## src/rtl/rxq_pkg.sv

```systemverilog
package rxq_pkg;
   // Decoded operation applied to the queue in one cycle.
   typedef struct packed {
      logic flush;
      logic put;
      logic take;
   } rxq_op_t;

   // Number of low bits carrying the character itself.
   localparam int unsigned CHAR_W = 8;
endpackage

```

## src/rtl/rxq_store.sv

```systemverilog
module rxq_store #(
   parameter int unsigned DEPTH  = 16,
   parameter int unsigned DATA_W = 12,
   localparam int unsigned PTR_W = (DEPTH > 1) ? $clog2(DEPTH) : 1
) (
   input  logic              clk,
   input  logic              rst_n,
   input  logic              wr_en,
   input  logic [PTR_W-1:0]  wr_ptr,
   input  logic [DATA_W-1:0] wr_data,
   input  logic [PTR_W-1:0]  rd_ptr,
   output logic [DATA_W-1:0] rd_data
);
   logic [DATA_W-1:0] slot_q [DEPTH];

   for (genvar i = 0; i < DEPTH; i++) begin : g_slot
      always_ff @(posedge clk or negedge rst_n) begin
         if (!rst_n) begin
            slot_q[i] <= '0;
         end else if (wr_en && (wr_ptr == PTR_W'(i))) begin
            slot_q[i] <= wr_data;
         end
      end
   end

   assign rd_data = slot_q[rd_ptr];
endmodule

```

## src/rtl/rxq_ctrl.sv

```systemverilog
module rxq_ctrl #(
   parameter int unsigned DEPTH    = 16,
   parameter int unsigned TRIG_LVL = 1,
   localparam int unsigned PTR_W   = (DEPTH > 1) ? $clog2(DEPTH) : 1,
   localparam int unsigned CNT_W   = $clog2(DEPTH + 1)
) (
   input  logic             clk,
   input  logic             rst_n,
   input  logic             put_req,
   input  logic             take_req,
   input  logic             fifo_en,
   output logic [PTR_W-1:0] rd_ptr,
   output logic [PTR_W-1:0] wr_ptr,
   output logic             wr_en,
   output logic             take_fire,
   output logic             can_accept,
   output logic             rx_empty,
   output logic             rx_full,
   output logic             rx_irq
);
   import rxq_pkg::*;

   localparam logic [CNT_W-1:0] CAP_Q    = CNT_W'(DEPTH);
   localparam logic [CNT_W-1:0] CAP_1    = CNT_W'(1);
   localparam logic [CNT_W-1:0] TRIG     = CNT_W'(TRIG_LVL);
   localparam logic [CNT_W-1:0] TRIG_M1  = CNT_W'(TRIG_LVL - 1);

   logic [PTR_W-1:0] rptr_q;
   logic [CNT_W-1:0] cnt_q, cnt_d;
   logic             mode_q;
   logic [CNT_W-1:0] cap;
   rxq_op_t          op;
   logic             empty_q, full_q, irq_q;

   assign cap        = mode_q ? CAP_Q : CAP_1;
   assign can_accept = (cnt_q < cap);

   always_comb begin
      op.flush = (fifo_en != mode_q);
      op.put   = put_req  && !op.flush && can_accept;
      op.take  = take_req && !op.flush && (cnt_q != '0);
   end

   assign wr_en     = op.put;
   assign wr_ptr    = rptr_q + PTR_W'(cnt_q);
   assign take_fire = take_req && !op.flush;

   always_comb begin
      cnt_d = cnt_q;
      case ({op.put, op.take})
         2'b10:   cnt_d = cnt_q + CNT_W'(1);
         2'b01:   cnt_d = cnt_q - CNT_W'(1);
         default: cnt_d = cnt_q;
      endcase
   end

   // Pointer advance: power-of-two depth wraps naturally, a single entry stays at zero.
   logic [PTR_W-1:0] rptr_inc;
   if (DEPTH > 1) begin : g_ptr_wrap
      assign rptr_inc = rptr_q + PTR_W'(1);
   end else begin : g_ptr_fixed
      assign rptr_inc = '0;
   end

   always_ff @(posedge clk or negedge rst_n) begin
      if (!rst_n) begin
         rptr_q  <= '0;
         cnt_q   <= '0;
         mode_q  <= 1'b0;
         empty_q <= 1'b1;
         full_q  <= 1'b0;
         irq_q   <= 1'b0;
      end else begin
         mode_q <= fifo_en;
         if (op.flush) begin
            rptr_q  <= '0;
            cnt_q   <= '0;
            empty_q <= 1'b1;
            full_q  <= 1'b0;
            irq_q   <= 1'b0;
         end else begin
            if (op.take) rptr_q <= rptr_inc;
            cnt_q   <= cnt_d;
            empty_q <= (cnt_d == '0);
            full_q  <= (cnt_d == cap);
            if (op.put && !op.take && (cnt_d == TRIG)) begin
               irq_q <= 1'b1;
            end else if (op.take && !op.put && (cnt_d == TRIG_M1)) begin
               irq_q <= 1'b0;
            end
         end
      end
   end

   assign rd_ptr   = rptr_q;
   assign rx_empty = empty_q;
   assign rx_full  = full_q;
   assign rx_irq   = irq_q;

   // count never exceeds the capacity of the registered mode
   a_r2_no_overflow: assert property (@(posedge clk) disable iff (!rst_n)
      cnt_q <= cap);
   // a full queue refuses input
   a_r3_full_blocks: assert property (@(posedge clk) disable iff (!rst_n)
      rx_full |-> !can_accept);
   // empty and full never coexist
   a_r4_flags_exclusive: assert property (@(posedge clk) disable iff (!rst_n)
      !(rx_empty && rx_full));
   // a mode change leaves an empty queue with no interrupt
   a_r6_flush_empties: assert property (@(posedge clk) disable iff (!rst_n)
      (fifo_en != mode_q) |=> (rx_empty && !rx_full && !rx_irq));
   // interrupt only while the count is at or above the trigger
   a_r9_irq_level: assert property (@(posedge clk) disable iff (!rst_n)
      rx_irq |-> (cnt_q >= TRIG));
   // a pop on an empty queue with no push keeps it empty
   a_r5_empty_pop: assert property (@(posedge clk) disable iff (!rst_n)
      (rx_empty && take_req && !put_req && (fifo_en == mode_q)) |=> rx_empty);
endmodule

```

## src/rtl/rxq_stat.sv

```systemverilog
module rxq_stat #(
   parameter int unsigned DATA_W = 12,
   localparam int unsigned ST_W  = DATA_W - rxq_pkg::CHAR_W
) (
   input  logic              clk,
   input  logic              rst_n,
   input  logic              take_fire,
   input  logic              clr,
   input  logic [DATA_W-1:0] head,
   output logic [ST_W-1:0]   status
);
   logic [ST_W-1:0] st_q;

   always_ff @(posedge clk or negedge rst_n) begin
      if (!rst_n) begin
         st_q <= '0;
      end else if (take_fire) begin
         st_q <= head[DATA_W-1:rxq_pkg::CHAR_W];
      end else if (clr) begin
         st_q <= '0;
      end
   end

   assign status = st_q;

   // a clear without a pop zeroes the status
   a_r8_clear: assert property (@(posedge clk) disable iff (!rst_n)
      (clr && !take_fire) |=> (status == '0));
   // status only moves on a pop or a clear
   a_r8_hold: assert property (@(posedge clk) disable iff (!rst_n)
      (!clr && !take_fire) |=> $stable(status));
endmodule

```

## src/rtl/uart_rx_queue.sv

```systemverilog
module uart_rx_queue #(
   parameter int unsigned DEPTH    = 16,
   parameter int unsigned DATA_W   = 12,
   parameter int unsigned TRIG_LVL = 1,
   parameter int unsigned BRK_BIT  = 10,
   localparam int unsigned PTR_W   = (DEPTH > 1) ? $clog2(DEPTH) : 1,
   localparam int unsigned ST_W    = DATA_W - rxq_pkg::CHAR_W
) (
   input  logic              clk,
   input  logic              rst_n,
   input  logic              fifo_en,
   input  logic              push,
   input  logic [DATA_W-1:0] push_data,
   input  logic              brk_in,
   input  logic              pop,
   input  logic              status_clr,
   output logic [DATA_W-1:0] rd_data,
   output logic              can_accept,
   output logic              rx_empty,
   output logic              rx_full,
   output logic              rx_irq,
   output logic [ST_W-1:0]   rx_status
);
   localparam logic [DATA_W-1:0] BRK_WORD = DATA_W'(1) << BRK_BIT;

   if ((DEPTH & (DEPTH - 1)) != 0) begin : g_bad_depth
      $error("DEPTH must be a power of two");
   end
   if (TRIG_LVL < 1 || TRIG_LVL > DEPTH) begin : g_bad_trig
      $error("TRIG_LVL must lie in 1..DEPTH");
   end
   if (DATA_W <= BRK_BIT || DATA_W <= rxq_pkg::CHAR_W) begin : g_bad_width
      $error("DATA_W too narrow for break bit and status");
   end

   logic [PTR_W-1:0]  rd_ptr, wr_ptr;
   logic              wr_en, take_fire;
   logic [DATA_W-1:0] wr_word;

   assign wr_word = brk_in ? BRK_WORD : push_data;

   rxq_ctrl #(.DEPTH(DEPTH), .TRIG_LVL(TRIG_LVL)) i_ctrl (
      .clk        (clk),
      .rst_n      (rst_n),
      .put_req    (push | brk_in),
      .take_req   (pop),
      .fifo_en    (fifo_en),
      .rd_ptr     (rd_ptr),
      .wr_ptr     (wr_ptr),
      .wr_en      (wr_en),
      .take_fire  (take_fire),
      .can_accept (can_accept),
      .rx_empty   (rx_empty),
      .rx_full    (rx_full),
      .rx_irq     (rx_irq)
   );

   rxq_store #(.DEPTH(DEPTH), .DATA_W(DATA_W)) i_store (
      .clk     (clk),
      .rst_n   (rst_n),
      .wr_en   (wr_en),
      .wr_ptr  (wr_ptr),
      .wr_data (wr_word),
      .rd_ptr  (rd_ptr),
      .rd_data (rd_data)
   );

   rxq_stat #(.DATA_W(DATA_W)) i_stat (
      .clk       (clk),
      .rst_n     (rst_n),
      .take_fire (take_fire),
      .clr       (status_clr),
      .head      (rd_data),
      .status    (rx_status)
   );

   // a break write stores exactly the break word
   a_r7_break_word: assert property (@(posedge clk) disable iff (!rst_n)
      (brk_in && wr_en) |-> (wr_word == BRK_WORD));
endmodule

```

## config.mk

```make
export PLATFORM = sky130hd
export DESIGN_NAME = uart_rx_queue
export DESIGN_NICKNAME = d
export VERILOG_FILES = /design/src/rtl/rxq_pkg.sv /design/src/rtl/rxq_store.sv /design/src/rtl/rxq_ctrl.sv /design/src/rtl/rxq_stat.sv /design/src/rtl/uart_rx_queue.sv
export SDC_FILE = /design/constraint.sdc
export NUM_CORES = 1
export LEC_CHECK = 0
export BUFFER_PORTS_ARGS = -buffer_cell sky130_fd_sc_hd__clkbuf_2
export CAP_MARGIN = 20
export CORE_MARGIN = 3
export CORE_UTILIZATION = 55
export DETAILED_ROUTE_END_ITERATION = 10
export PLACE_DENSITY = 0.71
export SLEW_MARGIN = 20
export SYNTH_ARGS = -nofsm -noshare
export SYNTH_HDL_FRONTEND = slang
export SYNTH_SLANG_ARGS = --single-unit
```

## constraint.sdc

```tcl
create_clock -name clk -period 4.4 [get_ports clk]
set_input_delay 0.44 -clock clk [delete_from_list [all_inputs] [get_ports clk]]
set_output_delay 0.44 -clock clk [all_outputs]
set_load 0.03 [all_outputs]
```

==> PnR_summary.wiki, run 1 <==
{| class="wikitable"
! Metric !! Value
|-
| CP max FO || 9
|-
| Number of register bits inferred by synthesis || ~210
|-
| Worst Path Arrival || between 4 and 5 ns
|-
| Number of setup buffers added after CTS || 0
|-
| Fraction of the mapped netlist area in simple logic gates || roughly 5.0%
|-
| Post-Route Hold Slack || 0.0489 ns
|-
| Post-Route Setup TNS || 0 ns
|-
| Timing-limited maximum frequency || about 0.26 GHz
|-
| Drt wl/cell || around 24 um
|-
| Final-report max-slew violation count || 0
|-
| Leading cell type in the layout, fill and taps excluded || sky130_fd_sc_hd__dfrtp_1
|-
| Number of distinct library cell variants in the gate-level netlist after synthesis || between 40 and 50
|-
| Number of standard cells after synthesis || between 700 and 800
|-
| Slew margin rel. || a little under a third
|-
| Core Footprint || 0.0176 mm^2
|-
| Net Switching || approximately 2100 uW
|-
| Number of placed instances with taps included || about 950
|-
| Initial DRC count || 430
|-
| Fraction of registers with async set/reset || 100%
|-
| Synthesis-to-layout area growth || 12.9%
|-
| Setup-violating endpoint count in the final report || 0
|-
| Yosys warning total || 0
|-
| Leakage || around 0.0054 uW
|-
| Maximum number of pins on one net before global-route repair || between 100 and 150
|-
| Final Cycle Share || roughly 87%
|-
| Category of the worst setup path launch point || flop
|-
| Most common flop cell mapped by yosys || sky130_fd_sc_hd__dfrtp_1
|-
| Via count of the first global-routing pass || around 6.5k
|-
| Number of placement rows || 48
|-
| Cell with the largest stage delay on the worst path || sky130_fd_sc_hd__or4b_2
|-
| Clock latency reported for the late side of the worst-skew pair || 0.49 ns
|-
| IO Port Bufs || 38
|-
| Synthesized area per cell || roughly 14 um^2
|-
| Number of sinks on the clock net || about 210
|-
| Internal Power || ~4600 uW
|-
| DR vias || 6,118
|-
| Syn nets || 745
|-
| Final cell count without fillers || around 990
|-
| Number of buffers on the longest clock path || 3
|-
| Final standard cell utilization of the core || 64.7%
|-
| Fraction of the yosys area taken by sequential cells || roughly 52%
|-
| Gates resized, CTS repair || 0
|-
| Critical Path Max Stage Delay || between 0.6 and 0.7 ns
|-
| Largest family of logic cells by synthesized area || multiplexers
|-
| Antenna violations before repair || 0
|-
| Post-synthesis xor/xnor area fraction || less than 1%
|-
| Post-detailed-route count of antenna-violating nets || 0
|-
| Share of total power in sequential cells || between 30 and 40%
|-
| Routed via count divided by cell count || roughly 6.2
|-
| Initial DRT Pass Iterations || 4
|-
| Clock skew after layout || about 0.0075 ns
|-
| Startpoint-to-endpoint class of the critical path || reg -> reg
|-
| Crit end category || flop
|-
| Worst vdd ir || roughly 0.46 mV
|-
| Least-Margin Pin Slew || just over 1 ns
|-
| RD Place Congestion || roughly 0.84
|-
| Post-detail-place hpwl || ~15,000 um
|-
| Sum of overflow across all layers after global routing || 0
|-
| PD cells || around 580 mW/mm^2
|-
| Drt drc || 0
|-
| Global-route wire length before repair || approximately 37,000 um
|-
| Vert. Die Dim || around 140 um
|-
| Top library cells by usage in the layout, fill and taps aside || sky130_fd_sc_hd__dfrtp_1, sky130_fd_sc_hd__mux2_2, sky130_fd_sc_hd__clkbuf_2
|-
| Final Instance Area || between 0.01 and 0.015 mm^2
|-
| Number of nets at the end of the flow || a little under 800
|-
| Cell chain of the critical path || or4_4 -> o21ai_2 -> nor2b_1 -> nand2_1 -> ha_1 -> ha_1 -> xnor2_1 -> mux2i_1 -> or4b_2 -> nor4b_1 -> o32ai_1
|-
| Max Cap Viol || 0
|-
| Share of final-layout standard cells stronger than drive strength 1 || between 40% and 50%
|-
| Tmin final || between 3 and 4 ns
|-
| Clock power frac || a little under a third
|-
| Area after DPL || 0.0106 mm^2
|-
| Ports || 39
|-
| Initial Util || between 50% and 60%
|-
| Run status || complete, no violations
|-
| Wire length after detailed routing || about 23,000 um
|-
| Post-synthesis compound-gate area fraction || 3.88%
|-
| Post-synth EDFFs || 0
|-
| Cts-stage hold buffer count || 0
|-
| Setup repair after global routing missed its margin || false
|-
| TritonCTS buffer count || 22
|-
| Combined area of all synthesized cells || between 0.01 and 0.015 mm^2
|-
| Mux contribution to synthesized area || between 30% and 40%
|-
| Combinational share of power || about 30%
|-
| Reg clk slew, reported paths || about 0.060 ns
|-
| Class of the tightest hold or removal check || in -> async
|-
| Die W || between 100 and 150 um
|-
| Crit-path most repeated cell || sky130_fd_sc_hd__ha_1
|-
| CTS Root Buffer Type || sky130_fd_sc_hd__clkbuf_16
|-
| Final Hold Viols || 0
|-
| Die outline area || around 0.020 mm^2
|-
| CTS tree || yes
|-
| ANT cells || 0
|-
| Proportion of total power due to net switching || 31.0%
|-
| Global-route usage over all layers || between 20% and 30%
|-
| Post-synthesis share of cell area spent on full adders, half adders and majority gates || approximately 1.6%
|-
| Data required time of the worst path || 4.75 ns
|-
| Maximum level of the CTS H-tree || 1
|}
==> cell type report <==
cell class / instances / area [um^2]
timing repair buffer: 63 / 399
sequential: 209 / 5240
clock inverter: 8 / 119
fill: 1281 / 6220
multi-input combinational: 441 / 4620
inverter: 11 / 41.3
clock buffer: 32 / 679
tap: 225 / 282
==> state kept, by name (all words and copies together), names as in the netlist <==
name and count:
i_store.slot_q 192, i_ctrl.cnt_q 5, i_ctrl.rd_ptr 4, i_stat.status 4
i_ctrl.mode_q 1, i_ctrl.rx_empty 1, i_ctrl.rx_full 1, i_ctrl.rx_irq 1
==> Yosys cell counts (2+ instances only) <==
library cell	number	area, um^2
sky130_fd_sc_hd__nor2_1	15	56.3
sky130_fd_sc_hd__buf_2	15	75.1
sky130_fd_sc_hd__mux4_2	36	811
sky130_fd_sc_hd__nand2_1	17	63.8
sky130_fd_sc_hd__fa_1	2	40.0
sky130_fd_sc_hd__inv_1	11	41.3
sky130_fd_sc_hd__dfrtp_1	208	5200
sky130_fd_sc_hd__buf_4	6	45.0
sky130_fd_sc_hd__a21oi_1	11	55.1
sky130_fd_sc_hd__mux2_2	195	2200
sky130_fd_sc_hd__a221oi_1	8	70.1
sky130_fd_sc_hd__a22oi_1	9	67.6
sky130_fd_sc_hd__nand3_1	6	30.0
sky130_fd_sc_hd__xnor2_1	6	52.6
sky130_fd_sc_hd__a21o_1	3	22.5
sky130_fd_sc_hd__o21ai_0	19	95.1
sky130_fd_sc_hd__or2_2	2	12.5
sky130_fd_sc_hd__nor3_1	16	80.1
sky130_fd_sc_hd__nand3b_1	3	22.5
sky130_fd_sc_hd__mux2_4	10	150
sky130_fd_sc_hd__nor4b_1	2	17.5
sky130_fd_sc_hd__nor2b_1	19	119
sky130_fd_sc_hd__and3_1	2	12.5
sky130_fd_sc_hd__xor2_1	4	35.0
sky130_fd_sc_hd__clkbuf_1	25	93.8
sky130_fd_sc_hd__nand2b_1	2	12.5
sky130_fd_sc_hd__buf_1	6	22.5
sky130_fd_sc_hd__ha_1	10	125
sky130_fd_sc_hd__mux2i_1	26	260
sky130_fd_sc_hd__or4_4	2	22.5
==> metal layers <==
layer	part of all wire (%)	track usage, %	wire, um	up-vias
li1	-	-	-	2699
met1	44	33.6	10200	3222
met2	48	38.9	11300	157
met3	5.2	3.84	1220	40
met4	2.8	6.67	660	0
met5	0	0	0	-
==> path summary, 6_finish.rpt <==
| check | start | to | slack, ns | cells past startpoint |
|---|---|---|---|---|
| max in group asynchronous | rst_n | i_store.slot_q[136]$_DFFE_PN0P_ | 3.34 | 2 |
| worst max register to register | i_ctrl.cnt_q[1]$_DFF_PN0_ | i_ctrl.rx_irq$_DFFE_PN0P_ | 0.58 | 11 |
| worst min register to register | i_store.slot_q[119]$_DFFE_PN0P_ | i_store.slot_q[119]$_DFFE_PN0P_ | 0.50 | 1 |
| min in group clk | fifo_en | i_ctrl.mode_q$_DFF_PN0_ | 0.14 | 1 |
| worst max-delay path | i_ctrl.cnt_q[1]$_DFF_PN0_ | i_ctrl.rx_irq$_DFFE_PN0P_ | 0.58 | 11 |
| worst min-delay path | rst_n | i_store.slot_q[176]$_DFFE_PN0P_ | 0.05 | 1 |
==> critical path, delay by kind of cell, from the launching register on <==
kind / cells / cell delay [ns]
AO/OA/AOI/OAI: 2 / 0.29
adder cells (fa/ha/maj): 2 / 0.70
XOR/XNOR: 1 / 0.14
AND/OR/NAND/NOR: 5 / 1.88
flip-flops: 1 / 0.46
multiplexers: 1 / 0.21
==> stage by stage <==
| step | setup WS [ns] | power, uW |
|---|---|---|
| after floorplan | 0.502 | 4100 |
| after global placement | 0.799 | 4550 |
| after global routing | 0.375 | 6950 |
| final | 0.583 | 6620 |
| after CTS | 0.506 | 6670 |
| after detailed placement | 0.636 | 4660 |
==> kinds of logic (layout without fill, tap and decap cells) <==
family	Yosys count	count (layout)
compound gates	60	60
xor+xnor	10	10
fa+ha+maj	12	12
buf+inv	64	114
flops	209	209
mux	267	267
simple gates	92	92
==> power by group through the flow <==
stage               Combinational (uW)  Clock, uW  Sequential (uW)
detailed placement                2010          0             2650
CTS                               2020       2030             2620
global placement                  1940          0             2620
floorplan                         1540          0             2560
global route                      2160       2120             2680
finish                            2010       1990             2620
Power figures use the tool's default switching activity.
==> run 2, diff against run 1 <==
- clock period: 4.4 -> 3.8 ns (I/O delays scaled with it)
==> run 2 against run 1 <==
Global-route usage down 0.36 points; core utilization about the same; sequential share of layout area about the same; non-clock buffer count up 13; clock-buffer cell count unchanged; first-iteration DRC count down 14%; die area unchanged; flip-flop and latch count unchanged; final area about the same; largest power group unchanged; largest cell class unchanged.
==> PnR_summary.wiki, run 2 (synthesis results as in run 1) <==
{| class="wikitable"
! Metric !! Value
|-
| Worst Path Arrival || slightly above 4 ns
|-
| Max Cap Viol || 0
|-
| Class of the tightest hold or removal check || in -> async
|-
| Number of sinks on the clock net || between 200 and 250
|-
| Layer with the highest usage after global routing || met2
|-
| Initial DRT Pass Iterations || 5
|-
| Drt wl/cell || about 23 um
|-
| Tmin final || around 3.7 ns
|-
| Filler instances || 1,274
|-
| Top library cells by usage in the layout, fill and taps aside || sky130_fd_sc_hd__dfrtp_1, sky130_fd_sc_hd__mux2_2, sky130_fd_sc_hd__clkbuf_2, sky130_fd_sc_hd__buf_4, sky130_fd_sc_hd__mux4_2
|-
| Initial Util || between 50% and 60%
|-
| Share of final-layout standard cells stronger than drive strength 1 || between 40% and 50%
|-
| Met3 Use GR || approximately 3.5%
|-
| IO Port Bufs || 38
|-
| RD Place Congestion || about 0.83
|-
| Slew margin rel. || between 20% and 30%
|-
| Run status || complete, no violations
|-
| Maximum number of pins on one net before global-route repair || between 100 and 150
|-
| Met2 routing resource usage after global routing || about two fifths
|-
| Timing-limited maximum frequency || around 0.27 GHz
|-
| Area after DPL || around 0.011 mm^2
|-
| Wire length after detailed routing || 22,900 um
|-
| Met1 track demand over resource || 33.1%
|-
| Synthesis-to-layout area growth || 12.8%
|-
| Setup repair after global routing missed its margin || false
|-
| DR vias || between 6k and 7k
|-
| Final Instance Area || approximately 0.011 mm^2
|-
| Post-detail-place hpwl || between 10,000 and 15,000 um
|-
| Number of buffers on the longest clock path || 3
|-
| Number of placement rows || 48
|-
| Die W || approximately 140 um
|-
| Initial DRC count || 371
|-
| ANT cells || 0
|-
| Number of nets at the end of the flow || 792
|-
| Final-report max-slew violation count || 0
|-
| Drt drc || 0
|-
| CTS Root Buffer Type || sky130_fd_sc_hd__clkbuf_16
|-
| Leakage || 0.00538 uW
|-
| Number of flip-flops in the largest register || roughly 190
|-
| Sum of overflow across all layers after global routing || 0
|-
| Category of the worst setup path launch point || flop
|-
| Pwr Total || between 7000 and 8000 uW
|-
| Routed via count divided by cell count || slightly above 6
|-
| Post-Route Setup TNS || 0 ns
|-
| Crit end category || flop
|-
| Top Registers || i_store.slot_q (192), i_ctrl.cnt_q (5)
|-
| CTS tree || yes
|-
| Maximum level of the CTS H-tree || 1
|-
| Cts-stage hold buffer count || 0
|-
| Clock skew after layout || between 0.007 and 0.008 ns
|-
| Startpoint-to-endpoint class of the critical path || reg -> reg
|-
| Global-route wire length before repair || between 30,000 and 40,000 um
|-
| Post-detailed-route count of antenna-violating nets || 0
|-
| Setup-violating endpoint count in the final report || 0
|-
| PD cells || roughly 650 mW/mm^2
|-
| Die outline area || 0.0200 mm^2
|-
| Vert. Die Dim || about 140 um
|-
| Data required time of the worst path || about 4.2 ns
|-
| CP max FO || 9
|-
| Ports || 39
|-
| Largest register by flop count || i_store.slot_q
|-
| Reg clk slew, reported paths || 0.06 ns
|-
| Core Footprint || 0.0176 mm^2
|-
| Via count of the first global-routing pass || approximately 6.5k
|-
| Final Cycle Share || 96.3%
|-
| Worst vdd ir || a little under 0.5 mV
|-
| Final Hold Viols || 0
|-
| Global-route usage over all layers || a little under a quarter
|-
| Leading cell type in the layout, fill and taps excluded || sky130_fd_sc_hd__dfrtp_1
|-
| Least-Margin Pin Slew || around 1.1 ns
|-
| Antenna violations before repair || 0
|-
| Clock latency reported for the late side of the worst-skew pair || 0.50 ns
|-
| TritonCTS buffer count || 22
|}
[run 2: cell count changes in the layout (fill, tap and decap cells not counted), sizes merged]
cell      change
bufinv        -2
clkinv        -1
clkinvlp      +1
buf          +13
inv           -1
[run 2: layout make-up]
class,count,area [um^2],share of cell area [%]
inverters,11,41.3,0.363
flip-flops and latches,209,5240,46.0
well taps,225,282,2.48
clock inverters,5,63.8,0.561
repair buffers,76,497,4.37
multi-input cells,441,4650,40.8
clock buffers,32,608,5.35
[run 2: path summary, 6_finish.rpt]
kind                            depth (start not counted)                               to  slack [ns]                      startpoint
worst max-delay path                                   11        i_ctrl.rx_irq$_DFFE_PN0P_        0.14       i_ctrl.cnt_q[0]$_DFF_PN0_
worst min-delay path                                    1  i_store.slot_q[176]$_DFFE_PN0P_        0.02                           rst_n
worst max register to register                         11        i_ctrl.rx_irq$_DFFE_PN0P_        0.14       i_ctrl.cnt_q[0]$_DFF_PN0_
worst min register to register                          1   i_store.slot_q[64]$_DFFE_PN0P_        0.50  i_store.slot_q[64]$_DFFE_PN0P_
max in group asynchronous                               2   i_store.slot_q[88]$_DFFE_PN0P_        2.74                           rst_n
min in group clk                                        1          i_ctrl.mode_q$_DFF_PN0_        0.07                         fifo_en
[run 2: timing repair]
action	in CTS	in global routing
buffers inserted	0	0
setup endpoints to repair	0	1
gates resized for setup	0	4
[run 2: routing by layer]
| metal | wire [um] | vias up |
|---|---|---|
| li1 | - | 2717 |
| met1 | 9520 | 3106 |
| met2 | 11200 | 159 |
| met3 | 1570 | 47 |
| met4 | 567 | 0 |
| met5 | 0 | - |
[run 2: power breakdown]
group	total, uW	internal [uW]	leakage [uW]	switching (uW)
clock	2010	1180	0.000324	832
sequential	2980	2720	0.00285	263
combinational	2390	1160	0.00221	1230
[run 2: per-stage QoR]
stage                     cells  utilization [%]  hold slack [ns]  setup slack, ns
after floorplan             714                -           0.0844           0.0936
after global placement      962             60.7            0.482            0.231
after CTS                   999             64.5           0.0489           0.0337
final                       999             64.6           0.0209            0.141
after global routing        999             64.6           0.0563           0.0204
after detailed placement    962             60.7            0.488           0.0455
[run 2: worst max-delay path, stage by stage, from the launching register on]
cell                      delay, ns
sky130_fd_sc_hd__dfrtp_1       0.47
sky130_fd_sc_hd__or4_4         0.56
sky130_fd_sc_hd__o21ai_2       0.16
sky130_fd_sc_hd__nor2b_2       0.20
sky130_fd_sc_hd__nand2_1       0.09
sky130_fd_sc_hd__ha_2          0.26
sky130_fd_sc_hd__ha_1          0.32
sky130_fd_sc_hd__a21o_1        0.20
sky130_fd_sc_hd__and3_1        0.18
sky130_fd_sc_hd__or4b_2        0.70
sky130_fd_sc_hd__nor4b_2       0.28
sky130_fd_sc_hd__o32ai_1       0.12
